[src/rtl/gpio_irq_pkg.sv]
package gpio_irq_pkg;

  localparam int PIN_COUNT  = 32;
  localparam int REG_ADDR_W = 5;

  typedef enum logic [2:0] {
    SEL_DIR    = 3'd0,
    SEL_OD     = 3'd1,
    SEL_DATA   = 3'd2,
    SEL_EVT    = 3'd3,
    SEL_MASK   = 3'd4,
    SEL_SENSE1 = 3'd5,
    SEL_SENSE2 = 3'd6,
    SEL_NONE   = 3'd7
  } regSel_e;

  typedef struct packed {
    logic    wrDir;
    logic    wrOd;
    logic    wrData;
    logic    wrEvt;
    logic    wrMask;
    logic    wrSense1;
    logic    wrSense2;
    regSel_e rdSel;
  } ctrlStrobes_t;

endpackage

[src/rtl/gpio_irq_sync.sv]
module gpio_irq_sync #(
  parameter int WIDTH  = 32,
  parameter int STAGES = 2
) (
  input  logic             clk,
  input  logic             rstN,
  input  logic [WIDTH-1:0] d,
  output logic [WIDTH-1:0] q
);

  logic [WIDTH-1:0] stage [STAGES];

  always_ff @(posedge clk) begin
    if (!rstN) begin
      for (int i = 0; i < STAGES; i++) stage[i] <= '0;
    end else begin
      stage[0] <= d;
      for (int i = 1; i < STAGES; i++) stage[i] <= stage[i-1];
    end
  end

  assign q = stage[STAGES-1];

endmodule

[src/rtl/gpio_irq_ctrl.sv]
module gpio_irq_ctrl
  import gpio_irq_pkg::*;
#(
  parameter bit EXT_SENSE = 1'b0
) (
  input  logic [REG_ADDR_W-1:0] busAddr,
  input  logic                  busWe,
  output ctrlStrobes_t          strobes
);

  logic [2:0] wordIdx;
  logic       aligned;
  regSel_e    sel;

  assign wordIdx = busAddr[4:2];
  assign aligned = (busAddr[1:0] == 2'b00);

  always_comb begin
    sel = SEL_NONE;
    if (aligned) begin
      unique case (wordIdx)
        3'd0:    sel = SEL_DIR;
        3'd1:    sel = SEL_OD;
        3'd2:    sel = SEL_DATA;
        3'd3:    sel = SEL_EVT;
        3'd4:    sel = SEL_MASK;
        3'd5:    sel = SEL_SENSE1;
        3'd6:    sel = EXT_SENSE ? SEL_SENSE2 : SEL_NONE;
        default: sel = SEL_NONE;
      endcase
    end
  end

  always_comb begin
    strobes.rdSel    = sel;
    strobes.wrDir    = busWe && (sel == SEL_DIR);
    strobes.wrOd     = busWe && (sel == SEL_OD);
    strobes.wrData   = busWe && (sel == SEL_DATA);
    strobes.wrEvt    = busWe && (sel == SEL_EVT);
    strobes.wrMask   = busWe && (sel == SEL_MASK);
    strobes.wrSense1 = busWe && (sel == SEL_SENSE1);
    strobes.wrSense2 = busWe && (sel == SEL_SENSE2);
  end

endmodule

[src/rtl/gpio_irq_datapath.sv]
module gpio_irq_datapath
  import gpio_irq_pkg::*;
#(
  parameter bit EXT_SENSE   = 1'b0,
  parameter int SYNC_STAGES = 2
) (
  input  logic                 clk,
  input  logic                 rstN,
  input  ctrlStrobes_t         strobes,
  input  logic [PIN_COUNT-1:0] wdata,
  input  logic [PIN_COUNT-1:0] pinIn,
  output logic [PIN_COUNT-1:0] rdata,
  output logic [PIN_COUNT-1:0] pinOut,
  output logic [PIN_COUNT-1:0] pinOe,
  output logic                 irqOut
);

  localparam int HALF = PIN_COUNT / 2;
  localparam logic [PIN_COUNT-1:0] DIR_MASK =
    EXT_SENSE ? {{(PIN_COUNT-4){1'b1}}, 4'b0000} : {PIN_COUNT{1'b1}};

  logic [PIN_COUNT-1:0] dirReg, odReg, dataReg, evtReg, maskReg;
  logic [PIN_COUNT-1:0] sense1Reg, sense2Reg;
  logic [PIN_COUNT-1:0] syncVal, prevVal, hit, clrBits;

  gpio_irq_sync #(.WIDTH(PIN_COUNT), .STAGES(SYNC_STAGES)) i_sync (
    .clk  (clk),
    .rstN (rstN),
    .d    (pinIn),
    .q    (syncVal)
  );

  for (genvar b = 0; b < PIN_COUNT; b++) begin : g_bit
    logic rise, fall;
    assign rise = syncVal[b] & ~prevVal[b];
    assign fall = ~syncVal[b] & prevVal[b];
    if (EXT_SENSE) begin : g_ext
      logic [1:0] code;
      if (b >= HALF) begin : g_hi
        assign code = sense1Reg[(b-HALF)*2 +: 2];
      end else begin : g_lo
        assign code = sense2Reg[b*2 +: 2];
      end
      assign hit[b] = (code == 2'b00) ? (rise | fall) :
                      (code == 2'b01) ? rise :
                      (code == 2'b10) ? fall : 1'b0;
    end else begin : g_basic
      assign hit[b] = sense1Reg[b] ? fall : (rise | fall);
    end
  end

  assign clrBits = strobes.wrEvt ? wdata : '0;

  always_ff @(posedge clk) begin
    if (!rstN) begin
      dirReg    <= '0;
      odReg     <= '0;
      dataReg   <= '0;
      evtReg    <= '0;
      maskReg   <= '0;
      sense1Reg <= '0;
      sense2Reg <= '0;
      prevVal   <= '0;
    end else begin
      prevVal <= syncVal;
      evtReg  <= (evtReg & ~clrBits) | hit;
      if (strobes.wrDir)    dirReg    <= wdata & DIR_MASK;
      if (strobes.wrOd)     odReg     <= wdata;
      if (strobes.wrData)   dataReg   <= wdata;
      if (strobes.wrMask)   maskReg   <= wdata;
      if (strobes.wrSense1) sense1Reg <= wdata;
      if (strobes.wrSense2) sense2Reg <= wdata;
    end
  end

  always_comb begin
    unique case (strobes.rdSel)
      SEL_DIR:    rdata = dirReg;
      SEL_OD:     rdata = odReg;
      SEL_DATA:   rdata = (dataReg & dirReg) | (syncVal & ~dirReg);
      SEL_EVT:    rdata = evtReg;
      SEL_MASK:   rdata = maskReg;
      SEL_SENSE1: rdata = sense1Reg;
      SEL_SENSE2: rdata = sense2Reg;
      default:    rdata = '0;
    endcase
  end

  assign pinOut = dataReg;
  assign pinOe  = dirReg;
  assign irqOut = |(evtReg & maskReg);


  evt_w1c_chk: assert property (@(posedge clk) disable iff (!rstN)
    (strobes.wrEvt && (hit == '0)) |=> ((evtReg & $past(wdata)) == '0));


  evt_new_wins_chk: assert property (@(posedge clk) disable iff (!rstN)
    (hit != '0) |=> ((evtReg & $past(hit)) == $past(hit)));


  irq_masked_off_chk: assert property (@(posedge clk) disable iff (!rstN)
    (strobes.wrMask && (wdata == '0)) |=> !irqOut);


  oe_follows_dir_chk: assert property (@(posedge clk) disable iff (!rstN)
    strobes.wrDir |=> (pinOe == ($past(wdata) & DIR_MASK)));


  strobe_onehot_chk: assert property (@(posedge clk) disable iff (!rstN)
    $onehot0({strobes.wrDir, strobes.wrOd, strobes.wrData, strobes.wrEvt,
              strobes.wrMask, strobes.wrSense1, strobes.wrSense2}));

endmodule

[src/rtl/gpio_irq_port.sv]
module gpio_irq_port
  import gpio_irq_pkg::*;
#(
  parameter bit EXT_SENSE   = 1'b0,
  parameter int SYNC_STAGES = 2
) (
  input  logic                  clk,
  input  logic                  rstN,
  input  logic [REG_ADDR_W-1:0] busAddr,
  input  logic                  busWe,
  input  logic [PIN_COUNT-1:0]  busWdata,
  output logic [PIN_COUNT-1:0]  busRdata,
  input  logic [PIN_COUNT-1:0]  pinIn,
  output logic [PIN_COUNT-1:0]  pinOut,
  output logic [PIN_COUNT-1:0]  pinOe,
  output logic                  irqOut
);

  ctrlStrobes_t strobes;

  gpio_irq_ctrl #(.EXT_SENSE(EXT_SENSE)) i_ctrl (
    .busAddr (busAddr),
    .busWe   (busWe),
    .strobes (strobes)
  );

  gpio_irq_datapath #(.EXT_SENSE(EXT_SENSE), .SYNC_STAGES(SYNC_STAGES)) i_datapath (
    .clk     (clk),
    .rstN    (rstN),
    .strobes (strobes),
    .wdata   (busWdata),
    .pinIn   (pinIn),
    .rdata   (busRdata),
    .pinOut  (pinOut),
    .pinOe   (pinOe),
    .irqOut  (irqOut)
  );

endmodule

[config.mk]
export PLATFORM = sky130hd
export DESIGN_NAME = gpio_irq_port
export DESIGN_NICKNAME = d
export VERILOG_FILES = /design/src/rtl/gpio_irq_pkg.sv /design/src/rtl/gpio_irq_sync.sv /design/src/rtl/gpio_irq_ctrl.sv /design/src/rtl/gpio_irq_datapath.sv /design/src/rtl/gpio_irq_port.sv
export SDC_FILE = /design/constraint.sdc
export NUM_CORES = 1
export LEC_CHECK = 0
export BUFFER_PORTS_ARGS = -buffer_cell sky130_fd_sc_hd__buf_2
export CORE_MARGIN = 1.5
export CORE_UTILIZATION = 40
export DETAILED_ROUTE_END_ITERATION = 6
export HOLD_SLACK_MARGIN = 0.08
export SYNTH_ARGS = -nofsm -noshare
export SYNTH_HDL_FRONTEND = slang
export SYNTH_SLANG_ARGS = --single-unit
[constraint.sdc]
create_clock -name clk -period 5.8 [get_ports clk]
set_input_delay 1.16 -clock clk [delete_from_list [all_inputs] [get_ports clk]]
set_output_delay 1.16 -clock clk [all_outputs]
set_load 0.01 [all_outputs]
==> results_dict.tcl <==
set metrics [dict create \
    outcome "finished, final reports clean" \
    synth_top_family_by_area "compound AO/OA/AOI/OAI gates" \
    io_pins 169 \
    setup_tns_ns 0 \
    path_class "input pin to output port" \
    synth_seq_area_share_pct 43.8 \
    cellLeakagePower_nw 5.82 \
    cts_resized 0 \
    combPwrFrac_pct 7.2 \
    path_clk_slew_ns 0.06 \
    wirelength_um 39200 \
    switchingPower_mw 1.07 \
    synthToLayoutAreaGrowth_pct 16.0 \
    max-clock-path-buffers 3 \
    cts.sinks 288 \
    ys_seq_elements 288 \
    skew_ns 0.0128 \
    insertion_delay_ns 0.50 \
    dpl.hpwl_um 24800 \
    cts_buffers 34 \
    synth_simple_gate_area_share_pct 17.5 \
    die-area_mm2 0.0340 \
    crit_required_ns 4.64 \
    ys.flop_type "dfxtp_1" \
    coreArea_mm2 0.0325 \
    hold_buffers 0 \
    drt_iter0_markers 812 \
    htree_levels 2 \
    syn-instance-count 1460 \
    nets 1652 \
    hold_class "register to register" \
    cts_setup_buffers 0 \
    tightest_slew_ns 1.07 \
    fin_cells 2013 \
    period_needed_ns 4.45 \
    post-route-drc-count 0 \
    critPathCaptureType "output port" \
    yosysWarningCount 0 \
    ys_types 36 \
    final_hold_viol_count 0 \
    async_flop_share_pct 0 \
    layout_common_cells "dfxtp_1, o21ai_0, buf_2" \
    intPower_mw 3.38 \
    synth_adder_area_share_pct 3.04 \
    clkPwrFrac_pct 46.5 \
    fin_crit_sh_pct 76.8 \
    viasPerCell 5.54 \
    power.total_mw 4.46 \
    rows 66 \
    port-buffer-count 168 \
    rsz0062_at_grt "false" \
    swShare_pct 24.1 \
    final_layout_size_suffix_gt1_share_pct 18.4 \
    num_antenna_cells 0 \
    syn_nets 1564 \
    synth-xor-area-share_pct 0 \
    p_per_area_mw_per_mm2 292 \
    arrival_ns 3.29 \
    seq_power_share_pct 46.4 \
    syn_area_mm2 0.0132 \
    firstDrtPassIters 5 \
    place.gp.congestion 0.776 \
    final_common_cell "dfxtp_1" \
    drtAntennaViolNets 0 \
    finalSetupViolCount 0 \
    first_global_vias 10400 \
    die_h_um 184 \
    grt_pass1_wl_um 61100 \
    max_slew_margin_pct 27.9 \
    fmax_mhz 225 \
    cp_max_fo 43 \
    holdWs_ns 0.427 \
    cts_tree "yes" \
    num_vias 11200 \
    slew_violations 0 \
    crit_path_start_kind "input pin" \
    peakVddDrop_mv 0.189 \
    placed_cells 1954 \
    overflow 0 \
    grt_max_degree 167 \
    die_width_um 184 \
    cap_violations 0 \
    synth_compound_area_share_pct 22.0 \
    grt.total_usage_pct 22.9 \
    synth_area_per_cell_um2 9.02 \
    synthMuxAreaShare_pct 8.24 \
    n_fill_cell 3143 \
    synth_edf_count 0 \
    root_buffer "clkbuf_16" \
    initial_core_util_pct 40.6 \
    antenna_found_initial 0 \
    wire_per_inst_um 19.5 \
]
-- critical path, stage by stage --
cell and delay (ns):
buf_4 0.25, nor4_2 0.98, buf_4 0.35, a22oi_1 0.09, o211ai_1 0.26, buf_2 0.18
-- power by group through the flow --
stage / sequential [mW] / clock, mW / combinational (mW)
final: 2.07 / 2.07 / 0.320
after global placement: 2.11 / 0 / 0.314
after floorplan: 2.09 / 0 / 0.200
after CTS: 2.07 / 2.11 / 0.320
after global routing: 2.07 / 2.19 / 0.352
after detailed placement: 2.11 / 0 / 0.319
-- final timing paths --
check / start / end / slack, ns / cells past startpoint
min: i_datapath.i_sync.stage[0][7]$_SDFF_PN0_ / i_datapath.i_sync.stage[0][39]$_SDFF_PN0_ / 0.43 / 1
max: busAddr[2] / busRdata[15] / 1.35 / 6
max reg2reg: i_datapath.i_sync.stage[0][54]$_SDFF_PN0_ / i_datapath.evtReg[22]$_SDFF_PN0_ / 4.70 / 5
min reg2reg: i_datapath.i_sync.stage[0][7]$_SDFF_PN0_ / i_datapath.i_sync.stage[0][39]$_SDFF_PN0_ / 0.43 / 1
-- routing by layer --
| layer | share of wire (%) | GRT usage [%] | wire [um] |
|---|---|---|---|
| met3 | 6.8 | 3.68 | 2680 |
| met1 | 47 | 32.8 | 18300 |
| met5 | 0 | 0 | 0 |
| met4 | 2.2 | 6.89 | 854 |
| met2 | 44 | 35.4 | 17400 |
-- synth_stat cells, types with 2 or more instances --
cell	instances	area (um^2)
dfxtp_1	288	5770
o21ai_0	192	961
nand3_1	160	801
a21boi_0	138	1040
clkbuf_1	100	375
and2_1	97	607
nand2_1	84	315
mux2i_1	51	510
nor2_1	33	124
a21oi_1	32	160
ha_1	32	400
inv_1	32	120
a22oi_1	29	218
and3b_1	26	228
o211ai_1	26	195
buf_2	24	120
a21boi_1	22	165
a22o_1	19	166
mux4_2	19	428
nand2b_1	15	93.8
mux2_2	13	146
buf_1	7	26.3
nand4_1	4	25.0
buf_8	3	45.0
buf_4	2	15.0
nor2b_1	2	12.5
-- sequential cells by signal, indices dropped and copies added (netlist names) --
name and cells:
i_datapath.pinOut 32, i_datapath.sense1Reg 32, i_datapath.i_sync.stage 64, i_datapath.prevVal 32, i_datapath.pinOe 32, i_datapath.odReg 32
i_datapath.maskReg 32, i_datapath.evtReg 32
-- final cells by class --
cell class / count / area [um^2] / share of cell area [%]
Multi-Input combinational cell: 1004 / 6740 / 44.1
Sequential cell: 288 / 5770 / 37.7
Clock buffer: 50 / 1040 / 6.82
Timing Repair Buffer: 188 / 1000 / 6.56
Tap cell: 442 / 553 / 3.62
Inverter: 32 / 120 / 0.786
Clock inverter: 9 / 51.3 / 0.336
-- cells by family (layout without fill, tap and decap cells) --
family,after synthesis,after routing
DFF,288,288
muxes,83,83
adders and majority gates,32,32
AOI/OAI and AO/OA,458,458
and+or+nand+nor,431,431
buffers and inverters,168,279
-- stage by stage --
step / worst slack [ns] / instance area (um^2) / util (%)
detailed placement: 1.40 / 14200 / 43.7
CTS: 1.40 / 15300 / 47.1
finish: 1.35 / 15300 / 47.1
global placement: 1.48 / 14200 / 43.7
global route: 1.33 / 15300 / 47.1
floorplan: 2.19 / 13200 / -
No activity file was read; power rests on OpenSTA's default activity.
